===== src/rtl/clkdiv_pkg.sv =====
package clkdiv_pkg;

  // Control sequencer states.
  typedef enum logic [1:0] {
    ST_IDLE = 2'd0,  // stopped, output low, ratio tracked from select
    ST_HOLD = 2'd1,  // start-up wait of one full period, output low
    ST_RUN  = 2'd2   // output toggling
  } div_state_e;

endpackage


===== src/rtl/clkdiv_ratio_latch.sv =====
module clkdiv_ratio_latch #(
  parameter int SEL_W  = 3,
  localparam int HALF_W = SEL_W + 1
) (
  input  logic              clk_in,
  input  logic              load,
  input  logic [SEL_W-1:0]  ratio_sel,
  output logic [HALF_W-1:0] half_len
);

  // Half-period length in input cycles is code + 1.
  always_ff @(posedge clk_in) begin
    if (load) begin
      half_len <= {1'b0, ratio_sel} + 1'b1;
    end
  end

endmodule


===== src/rtl/clkdiv_cycle_counter.sv =====
module clkdiv_cycle_counter #(
  parameter int CNT_W = 5
) (
  input  logic             clk_in,
  input  logic             clear,
  input  logic [CNT_W-1:0] limit,
  output logic             at_limit
);

  logic [CNT_W-1:0] count_q;

  always_ff @(posedge clk_in) begin
    if (clear) begin
      count_q <= '0;
    end else begin
      count_q <= count_q + 1'b1;
    end
  end

  assign at_limit = (count_q == limit);

endmodule


===== src/rtl/clkdiv_seq.sv =====
module clkdiv_seq
  import clkdiv_pkg::*;
(
  input  logic clk_in,
  input  logic div_rst,
  input  logic holdoff_en,
  input  logic at_limit,
  output logic load_ratio,
  output logic cnt_clear,
  output logic full_limit,
  output logic div_out,
  output logic running
);

  div_state_e state_q, state_d;
  logic       out_q, out_d;
  logic       stop_q, stop_d;
  logic       run_q;

  always_comb begin
    state_d    = state_q;
    out_d      = out_q;
    stop_d     = stop_q;
    load_ratio = 1'b0;
    cnt_clear  = 1'b0;
    full_limit = 1'b0;
    case (state_q)
      ST_IDLE: begin
        load_ratio = 1'b1;
        cnt_clear  = 1'b1;
        out_d      = 1'b0;
        stop_d     = 1'b0;
        if (!div_rst) begin
          if (holdoff_en) begin
            state_d = ST_HOLD;
          end else begin
            state_d = ST_RUN;
            out_d   = 1'b1;
          end
        end
      end
      ST_HOLD: begin
        full_limit = 1'b1;
        out_d      = 1'b0;
        if (div_rst) begin
          state_d   = ST_IDLE;
          cnt_clear = 1'b1;
        end else if (at_limit) begin
          state_d    = ST_RUN;
          out_d      = 1'b1;
          load_ratio = 1'b1;
          cnt_clear  = 1'b1;
        end
      end
      ST_RUN: begin
        stop_d = stop_q | div_rst;
        if (at_limit) begin
          cnt_clear = 1'b1;
          if (out_q) begin
            out_d = 1'b0;
          end else if (stop_q || div_rst) begin
            state_d = ST_IDLE;
            stop_d  = 1'b0;
          end else begin
            out_d      = 1'b1;
            load_ratio = 1'b1;
          end
        end
      end
      default: begin
        state_d   = ST_IDLE;
        out_d     = 1'b0;
        stop_d    = 1'b0;
        cnt_clear = 1'b1;
      end
    endcase
  end

  always_ff @(posedge clk_in) begin
    state_q <= state_d;
    out_q   <= out_d;
    stop_q  <= stop_d;
    run_q   <= (state_d == ST_RUN);
  end

  assign div_out = out_q;
  assign running = run_q;

endmodule


===== src/rtl/clkdiv_even.sv =====
module clkdiv_even #(
  parameter int SEL_W = 3
) (
  input  logic             clk_in,
  input  logic             div_rst,
  input  logic [SEL_W-1:0] ratio_sel,
  input  logic             holdoff_en,
  output logic             clk_div,
  output logic             div_running
);

  localparam int HALF_W = SEL_W + 1;
  localparam int CNT_W  = HALF_W + 1;

  logic [HALF_W-1:0] half_len;
  logic [CNT_W-1:0]  half_lim;
  logic [CNT_W-1:0]  full_lim;
  logic [CNT_W-1:0]  limit;
  logic              load_ratio;
  logic              cnt_clear;
  logic              full_limit;
  logic              at_limit;

  clkdiv_ratio_latch #(.SEL_W(SEL_W)) u_ratio (
    .clk_in    (clk_in),
    .load      (load_ratio),
    .ratio_sel (ratio_sel),
    .half_len  (half_len)
  );

  // Terminal counts: half period in run, full period during hold-off.
  assign half_lim = {1'b0, half_len} - 1'b1;
  assign full_lim = {half_len, 1'b0} - 1'b1;
  assign limit    = full_limit ? full_lim : half_lim;

  clkdiv_cycle_counter #(.CNT_W(CNT_W)) u_count (
    .clk_in   (clk_in),
    .clear    (cnt_clear),
    .limit    (limit),
    .at_limit (at_limit)
  );

  clkdiv_seq u_seq (
    .clk_in     (clk_in),
    .div_rst    (div_rst),
    .holdoff_en (holdoff_en),
    .at_limit   (at_limit),
    .load_ratio (load_ratio),
    .cnt_clear  (cnt_clear),
    .full_limit (full_limit),
    .div_out    (clk_div),
    .running    (div_running)
  );

endmodule


===== config.mk =====
export PLATFORM = sky130hd
export DESIGN_NAME = clkdiv_even
export DESIGN_NICKNAME = d
export VERILOG_FILES = /design/src/rtl/clkdiv_pkg.sv /design/src/rtl/clkdiv_ratio_latch.sv /design/src/rtl/clkdiv_cycle_counter.sv /design/src/rtl/clkdiv_seq.sv /design/src/rtl/clkdiv_even.sv
export SDC_FILE = /design/constraint.sdc
export NUM_CORES = 1
export LEC_CHECK = 0
export BUFFER_PORTS_ARGS = -buffer_cell sky130_fd_sc_hd__buf_2
export CAP_MARGIN = 5
export CORE_ASPECT_RATIO = 1.2
export CORE_MARGIN = 1
export CORE_UTILIZATION = 30
export CTS_CLUSTER_DIAMETER = 100
export CTS_CLUSTER_SIZE = 14
export DETAILED_ROUTE_END_ITERATION = 8
export MAX_ROUTING_LAYER = met4
export PLACE_DENSITY = 0.48
export SKIP_LAST_GASP = 1
export SLEW_MARGIN = 20
export SYNTH_ARGS = -nofsm -noshare
export SYNTH_HDL_FRONTEND = slang
export SYNTH_SLANG_ARGS = --single-unit

===== constraint.sdc =====
create_clock -name clk_in -period 7.1 [get_ports clk_in]
set_input_delay 1.42 -clock clk_in [delete_from_list [all_inputs] [get_ports clk_in]]
set_output_delay 1.42 -clock clk_in [all_outputs]
set_load 0.03 [all_outputs]

==> results of run 1 <==
[cell usage in the layout, fill, tap and decap left out, types with 2 or more instances in the layout]
cell type,count
a21oi_1,6
xor2_1,4
nor3b_1,2
clkbuf_4,3
nor2_1,11
edfxtp_1,6
nor2b_1,2
buf_2,7
dfxtp_1,8
nand3_1,3
nand2_1,7
xnor2_1,6
o21ai_0,3
inv_1,7
ha_1,7
[final cells by class]
type / instances / area [sq um] / share of cell area
clock buffers: 3 / 22.5 / 0.0218
clock inverters: 1 / 3.75 / 0.00363
inverters: 7 / 26.3 / 0.0254
multi-input cells: 73 / 564 / 0.545
flip-flops and latches: 14 / 340 / 0.329
well taps: 34 / 42.5 / 0.0411
repair buffers: 7 / 35.0 / 0.0339
[kinds of logic (layout without fill, tap and decap cells)]
group,Yosys count,in the layout,share of synthesized area
adder cells (fa/ha/maj),7,7,0.0933
multiplexers,1,1,0.0120
AND/OR/NAND/NOR,32,32,0.176
XOR/XNOR,10,10,0.0933
buffers and inverters,9,18,0.0360
AO/OA/AOI/OAI,23,23,0.227
flip-flops,14,14,0.363
[sequential cells by signal (all words and copies together) (netlist names)]
name / cells
u_seq.stop_q: 1
u_seq.state_q: 2
u_seq.running: 1
u_count.count_q: 5
u_seq.div_out: 1
u_ratio.half_len: 4
[layer usage]
metal	vias to the layer above	wire length, um
met5	-	0
met4	0	19
met3	2	48
met2	7	803
met1	307	838
li1	365	-
[final timing paths]
kind / end / slack [ps] / cells past startpoint
setup / recovery: u_ratio.half_len[1]$_DFFE_PP_ / 4360 / 8
hold reg to reg: u_count.count_q[0]$_SDFF_PP0_ / 540 / 1
setup reg to reg: u_ratio.half_len[1]$_DFFE_PP_ / 4360 / 8
hold / removal: u_count.count_q[0]$_SDFF_PP0_ / 540 / 1
[power groups by stage]
stage	sequential (mW)	clock [mW]	combinational [mW]
after floorplan	0.152	0	0.186
after CTS	0.150	0.0506	0.235
after detailed placement	0.152	0	0.235
final	0.149	0.0472	0.232
after global routing	0.154	0.0549	0.258
after global placement	0.152	0	0.235
[per-stage QoR]
stage	area (sq um)	total power [mW]	worst slack, ps	hold WS [ps]	instances
after global routing	1030	0.467	4070	579	139
final	1030	0.429	4360	544	139
after floorplan	938	0.338	4610	488	96
after global placement	1010	0.387	4420	535	135
after detailed placement	1010	0.386	4380	539	135
after CTS	1030	0.435	4350	555	139
==> impl_metrics.tcl, run 1 <==
set metrics [dict create \
    syn_area_sq_um 938 \
    numPortBuffers 7 \
    rsz0062_at_grt "false" \
    initial_core_util 0.325 \
    grt_pass1_wl_um 2940 \
    fillers 308 \
    nets 119 \
    cts_tree "done" \
    drt-pass1-iter-count 4 \
    worst-path-buf-inv 1 \
    synth_top_area_cell "edfxtp_1" \
    setup_viol 0 \
    worst_setup_path_start_kind "register" \
    yosys.area.top_type_share 0.192 \
    seqPwrFrac 0.348 \
    min_period_over_period 0.386 \
    crit_arrival_ps 2690 \
    critPathRequiredTime_ps 7050 \
    ys_types 36 \
    use_met1 0.151 \
    dpl.hpwl_um 1340 \
    grt_usage 0.124 \
    synth_nets 109 \
    worstMarginPinSlew_ps 455 \
    cts.clk_slew.worst_paths_ps 90 \
    clkPwrFrac 0.110 \
    crit_fanout 15 \
    clk_path_buf_depth 2 \
    rows 21 \
    wl_um 1710 \
    cpPeakStageDelay_ps 460 \
    htreeDepth 1 \
    die_area_sq_um 3360 \
    p_switching_mw 0.196 \
    clk_latency_ps 280 \
    synth_flop_cell "dfxtp_1" \
    startpoint "u_seq.state_q[1]$_DFF_P_" \
    drc 0 \
    area_delta_synth_final_pct 10.3 \
    drtIter0Drc 20 \
    fin_crit_ps 2740 \
    synth_edf_count 6 \
    postCtsSetupBuffers 0 \
    maxSlewHeadroom 0.697 \
    p_comb_frac 0.542 \
    final.setup.tns_ps 0 \
    sw_frac_of_total 0.456 \
    grtUsageMet3 0.0435 \
    synthesis.instances 96 \
    drv_slew 0 \
    grt_max_degree 16 \
    grt_overflow_total 0 \
    yosysSeqAreaShare 0.363 \
    yosys_warnings 0 \
    cts_resized 0 \
    use_met2 0.188 \
    io_pins 8 \
    antenna_cells 0 \
    hold_viol_final 0 \
    synth_area_leaders "edfxtp_1 19%, dfxtp_1 17%, ha_1 9.3%, xnor2_1 5.6%, nor2_1 4.4%" \
    hp-class "register to register" \
    detail-route-antenna-nets 0 \
    cts.sinks 14 \
    end_kind "register" \
    hold_start "u_count.count_q[0]$_SDFF_PP0_" \
    skew_ps 9.29 \
    cts-root-buf "clkbuf_4" \
    wl_per_cell_um 12.3 \
    hold_buffers 0 \
    drive_gt1_frac 0.190 \
    antenna_found_initial 0 \
    place_congestion 0.731 \
    die_h_um 63.3 \
    p_leak_nw 0.406 \
    synth-async-reset-ratio 0 \
    status "finished clean" \
    avgSynthCellArea_sq_um 9.78 \
    grt_pass1_vias 642 \
    ys_ff_latch 14 \
    rr_startpoint "u_seq.state_q[1]$_DFF_P_" \
    core_area_sq_um 2890 \
    cts_made_buffers 3 \
    fmax_mhz 365 \
    synth_common_cells "11 x nor2_1, 8 x dfxtp_1, 7 x ha_1, 7 x inv_1, 7 x nand2_1" \
    synthMostInstantiatedCell "nor2_1" \
    power_density_nw_per_um2 414 \
    die_w_um 53.1 \
    vias_per_cell 4.90 \
    cp_cell_sequence "inv_1, ha_1, nor4b_1, a211oi_2, xnor2_1, a2111oi_4, a21oi_1, nor2_1" \
    crit_slowest_cell "a2111oi_4" \
    critPathKind "register to register" \
    cp_top_family "simple AND/OR/NAND/NOR gates" \
    fin_util 0.358 \
    p_int_mw 0.233 \
    maxCapViolations 0 \
    max-vdd-ir-drop_uv 177 \
    busiest_layer "met2" \
    vias 681 \
]
Power figures use the tool's default switching activity.
==> run 2, diff against run 1 <==
- PLACE_DENSITY: 0.48 -> 0.49
- clock period: 7.1 -> 2.44 ns (I/O delays scaled with it)
==> run 2 against run 1 <==
Compared with the run above:
- sequential power rose to 2.9 times the previous value
- worst setup slack worse by 4300 ps
- clock power rose to 2.8 times the previous value
- largest cell class unchanged
- combinational power rose to 3.9 times the previous value
==> impl_metrics.tcl, run 2 (same netlist as run 1, synthesis figures left out) <==
set metrics [dict create \
    p_leak_nw 0.469 \
    largest_reg_flops 5 \
    hp-class "primary input to register" \
    hold_buffers 0 \
    drt-pass1-iter-count 4 \
    top_register "u_count.count_q" \
    grt_overflow_total 0 \
    vias_per_cell 5.01 \
    detail-route-antenna-nets 0 \
    layout_common_cells "10 x nor2_1, 9 x buf_4, 8 x dfxtp_1" \
    setup_viol 0 \
    antenna_cells 0 \
    maxSlewHeadroom 0.719 \
    final_area_sq_um 1160 \
    nets 128 \
    dpl.hpwl_um 1350 \
    fin_crit_ps 2410 \
    io_pins 8 \
    final_common_cell "nor2_1" \
    skew_ps 3.33 \
    wl_per_cell_um 12.2 \
    rows 21 \
    drc 0 \
    status "finished clean" \
    fillers 293 \
    max-vdd-ir-drop_uv 737 \
    fin_util 0.402 \
    place_congestion 0.729 \
    power_density_nw_per_um2 1260 \
    cts.sinks 14 \
    drtIter0Drc 19 \
    fin_cells 148 \
    drv_slew 0 \
    worst_setup_path_start_kind "register" \
    cts.clk_slew.worst_paths_ps 80 \
    power_mw 1.46 \
    reg.largest.list "u_count.count_q x5, u_ratio.half_len x4, u_seq.state_q x2" \
    fin_hold_ws_ps 475 \
    wl_um 1810 \
    clk_latency_ps 270 \
    fmax_mhz 415 \
    placed_cell_area_sq_um 1050 \
    cts-root-buf "clkbuf_4" \
    grt_usage 0.123 \
    area_delta_synth_final_pct 23.9 \
    htreeDepth 1 \
    drive_gt1_frac 0.351 \
    grt_pass1_vias 735 \
    core_area_sq_um 2890 \
    cts_made_buffers 3 \
    ff2ff_setup_slack_ps 30 \
    antenna_found_initial 0 \
    vias 742 \
    dp.cells 140 \
    critPathKind "register to register" \
    grt_max_degree 13 \
    initial_core_util 0.325 \
    end_kind "register" \
    clk_path_buf_depth 2 \
    hold_viol_final 0 \
    rsz0062_at_grt "true" \
    cts_tree "done" \
    grt_pass1_wl_um 2980 \
    crit_fanout 4 \
    crit_arrival_ps 2580 \
    worstMarginPinSlew_ps 418 \
    min_period_over_period 0.987 \
    critPathRequiredTime_ps 2610 \
    die_w_um 53.1 \
    die_h_um 63.3 \
    numPortBuffers 7 \
    maxCapViolations 0 \
    die_area_sq_um 3360 \
]
==> run 2: worst max-delay path, stage by stage, from the launching register on <==
cell and delay, ps:
edfxtp_1 430, buf_4 170, nor3_2 250, xnor2_1 120, o31a_2 320, a2111o_1 520
o31ai_4 270, a221oi_2 110, o211a_1 120
==> run 2: where the power goes <==
group | total (mW) | internal [mW] | switching, mW | leakage [nW]
logic | 0.902 | 0.422 | 0.480 | 0.325
registers | 0.428 | 0.344 | 0.0847 | 0.129
clock network | 0.133 | 0.0633 | 0.0694 | 0.0150
==> run 2: stage by stage <==
step                      setup WS [ps]  setup TNS [ps]
after floorplan                     146               0
after global placement            -9.56           -10.1
after detailed placement          -20.7           -34.8
after CTS                          4.27               0
after global routing              -57.4            -217
final                              31.3               0
==> run 2: layer usage <==
metal  GRT usage  part of all wire
met5           -                 0
met4      0.0691            0.0099
met3      0.0145             0.014
met2       0.203              0.51
met1       0.138              0.47
==> run 2: worst paths after layout <==
path | from | to | depth (start not counted)
worst max-delay path | u_ratio.half_len[0]$_DFFE_PP_ | u_seq.running$_DFF_P_ | 8
worst min-delay path | ratio_sel[0] | u_ratio.half_len[0]$_DFFE_PP_ | 2
worst max register to register | u_ratio.half_len[0]$_DFFE_PP_ | u_seq.running$_DFF_P_ | 8
worst min register to register | u_count.count_q[0]$_SDFF_PP0_ | u_count.count_q[0]$_SDFF_PP0_ | 1
==> run 2: timing repair <==
item	CTS	global route
setup endpoints to repair	3	13
setup buffers	0	4
hold endpoints to repair	0	0
resized for setup	1	11
pin swaps	1	10
==> run 2: cell type report <==
cell class	instances	area (sq um)	area share
inverter	7	26.3	0.0226
tap	34	42.5	0.0366
timing repair buffer	16	103	0.0883
sequential	14	340	0.293
clock buffer	4	26.3	0.0226
multi-input combinational	73	624	0.537
==> run 3, diff against run 2 <==
- CORE_ASPECT_RATIO: 1.2 -> unset
==> run 3 against run 2 <==
Compared with the run above:
- worst setup slack improved by 5.9 ps
- hold slack got worse by 3.8 ps
- power up 10%
- non-clock buffer count grew 5
- routed wire length grew 8.8%
- clock skew grew 4.9 ps
- final cell count grew 1.4%
- sequential share of layout area is 2.0 points lower
- clock power grew 3%
- count of clock-buffer cells in the layout decreased by 1
- sequential cell count is the same
- largest power group unchanged
==> impl_metrics.tcl, run 3 (same netlist as run 1, synthesis figures left out) <==
set metrics [dict create \
    status "finished clean" \
    placed_cell_area_sq_um 1060 \
    drc 0 \
    detail-route-antenna-nets 0 \
    numPortBuffers 7 \
    cts-root-buf "clkbuf_4" \
    drive_gt1_frac 0.378 \
    worst_setup_path_start_kind "register" \
    htreeDepth 1 \
    rsz0062_at_grt "true" \
    grt_overflow_total 0 \
    final.setup.tns_ps 0 \
    final_common_cell "buf_4" \
    cts_tree "done" \
    cp_cell_sequence "inv_2, ha_4, xnor2_2, o41ai_2, a31oi_2, a2111o_1, buf_6, o221a_4" \
    fin_hold_ws_ps 471 \
    grt_pass1_wl_um 3070 \
    critPathKind "register to register" \
    ff2ff_setup_slack_ps 40 \
    power_density_nw_per_um2 1290 \
    hp-class "primary input to register" \
    min_period_over_period 0.985 \
    power_mw 1.61 \
    fmax_mhz 416 \
    wl_um 1970 \
    grt_max_degree 10 \
    crit_fanout 3 \
    fin_cells 150 \
    grt_usage 0.127 \
    place_congestion 0.783 \
    p_leak_nw 0.509 \
    vias 749 \
    setup_viol 0 \
    end_kind "register" \
    largest_reg_flops 5 \
    max-vdd-ir-drop_uv 620 \
    clk_latency_ps 280 \
    rows 19 \
    antenna_found_initial 0 \
    initial_core_util 0.329 \
    wl_per_cell_um 13.1 \
    drv_slew 0 \
    area_delta_synth_final_pct 32.8 \
    drt-pass1-iter-count 4 \
    skew_ps 8.23 \
    fin_crit_ps 2400 \
    nets 133 \
    die_w_um 57.9 \
    crit_slowest_cell "a2111o_1" \
    cpPeakStageDelay_ps 470 \
    layout_common_cells "13 x buf_4, 11 x nor2_1, 8 x dfxtp_1" \
    grt_pass1_vias 715 \
    io_pins 8 \
    antenna_cells 0 \
    dpl.hpwl_um 1460 \
    die_area_sq_um 3360 \
    fillers 280 \
    cts_made_buffers 3 \
    top_register "u_count.count_q" \
    vias_per_cell 4.99 \
    maxSlewHeadroom 0.801 \
    dp.cells 139 \
    core_area_sq_um 2850 \
    hold_viol_final 0 \
    drtIter0Drc 10 \
    fin_util 0.437 \
    reg.largest.list "u_count.count_q x5, u_ratio.half_len x4, u_seq.state_q x2" \
    setup_slack_ps 37.2 \
    die_h_um 57.9 \
    worstMarginPinSlew_ps 296 \
    cts.clk_slew.worst_paths_ps 90 \
    crit_arrival_ps 2450 \
    critPathRequiredTime_ps 2490 \
    cts.sinks 14 \
    final_area_sq_um 1250 \
    maxCapViolations 0 \
    dp_worst_setup_slack_ps -49.0 \
    clk_path_buf_depth 2 \
]
## run 3: cell types whose count changed in the layout (fill, tap and decap cells not counted), sizes merged
cell	change
buf	+5
clkbuf	-1
clkinv	+1
## run 3: repair_timing
item,in CTS,in global routing
endpoints found under the hold margin,0,0
hold buffers,0,0
buffers inserted,1,6
gates resized for setup,4,16
pin swaps,2,10
endpoints found under the setup margin,6,7
## run 3: area by class of cell
type,instances,area [sq um],area share
multi-input cells,73,671,0.538
flip-flops and latches,14,340,0.273
clock buffers,3,22.5,0.0181
repair buffers,21,144,0.115
well taps,31,38.8,0.0311
inverters,7,26.3,0.0211
clock inverters,1,3.75,0.00301
## run 3: layer usage
layer	vias up	share of wire	wire length (um)	GRT usage
met4	0	0.0046	9	0.0306
met3	2	0.029	57	0.0469
met1	344	0.43	853	0.138
met2	10	0.53	1050	0.220
met5	-	0	0	-
li1	393	-	-	-
## run 3: worst paths after layout
check,startpoint,to,depth (start not counted)
setup / recovery,u_ratio.half_len[1]$_DFFE_PP_,u_seq.stop_q$_DFFE_PN_,8
hold / removal,ratio_sel[0],u_ratio.half_len[0]$_DFFE_PP_,2
setup reg to reg,u_ratio.half_len[1]$_DFFE_PP_,u_seq.stop_q$_DFFE_PN_,8
hold reg to reg,u_count.count_q[0]$_SDFF_PP0_,u_count.count_q[0]$_SDFF_PP0_,1
## run 3: where the power goes
part           switching [mW]  internal (mW)  total, mW
Combinational           0.534          0.501       1.03
Clock                  0.0777         0.0593      0.137
Sequential             0.0976          0.344      0.442
Total                   0.709          0.904       1.61
## run 3: worst max-delay path, delay by kind of cell, from the launching register on
kind | cells | cell delay (ps)
flip-flops | 1 | 460
adder cells (fa/ha/maj) | 1 | 210
XOR/XNOR | 1 | 140
AO/OA/AOI/OAI | 4 | 1110
buffers and inverters | 2 | 270
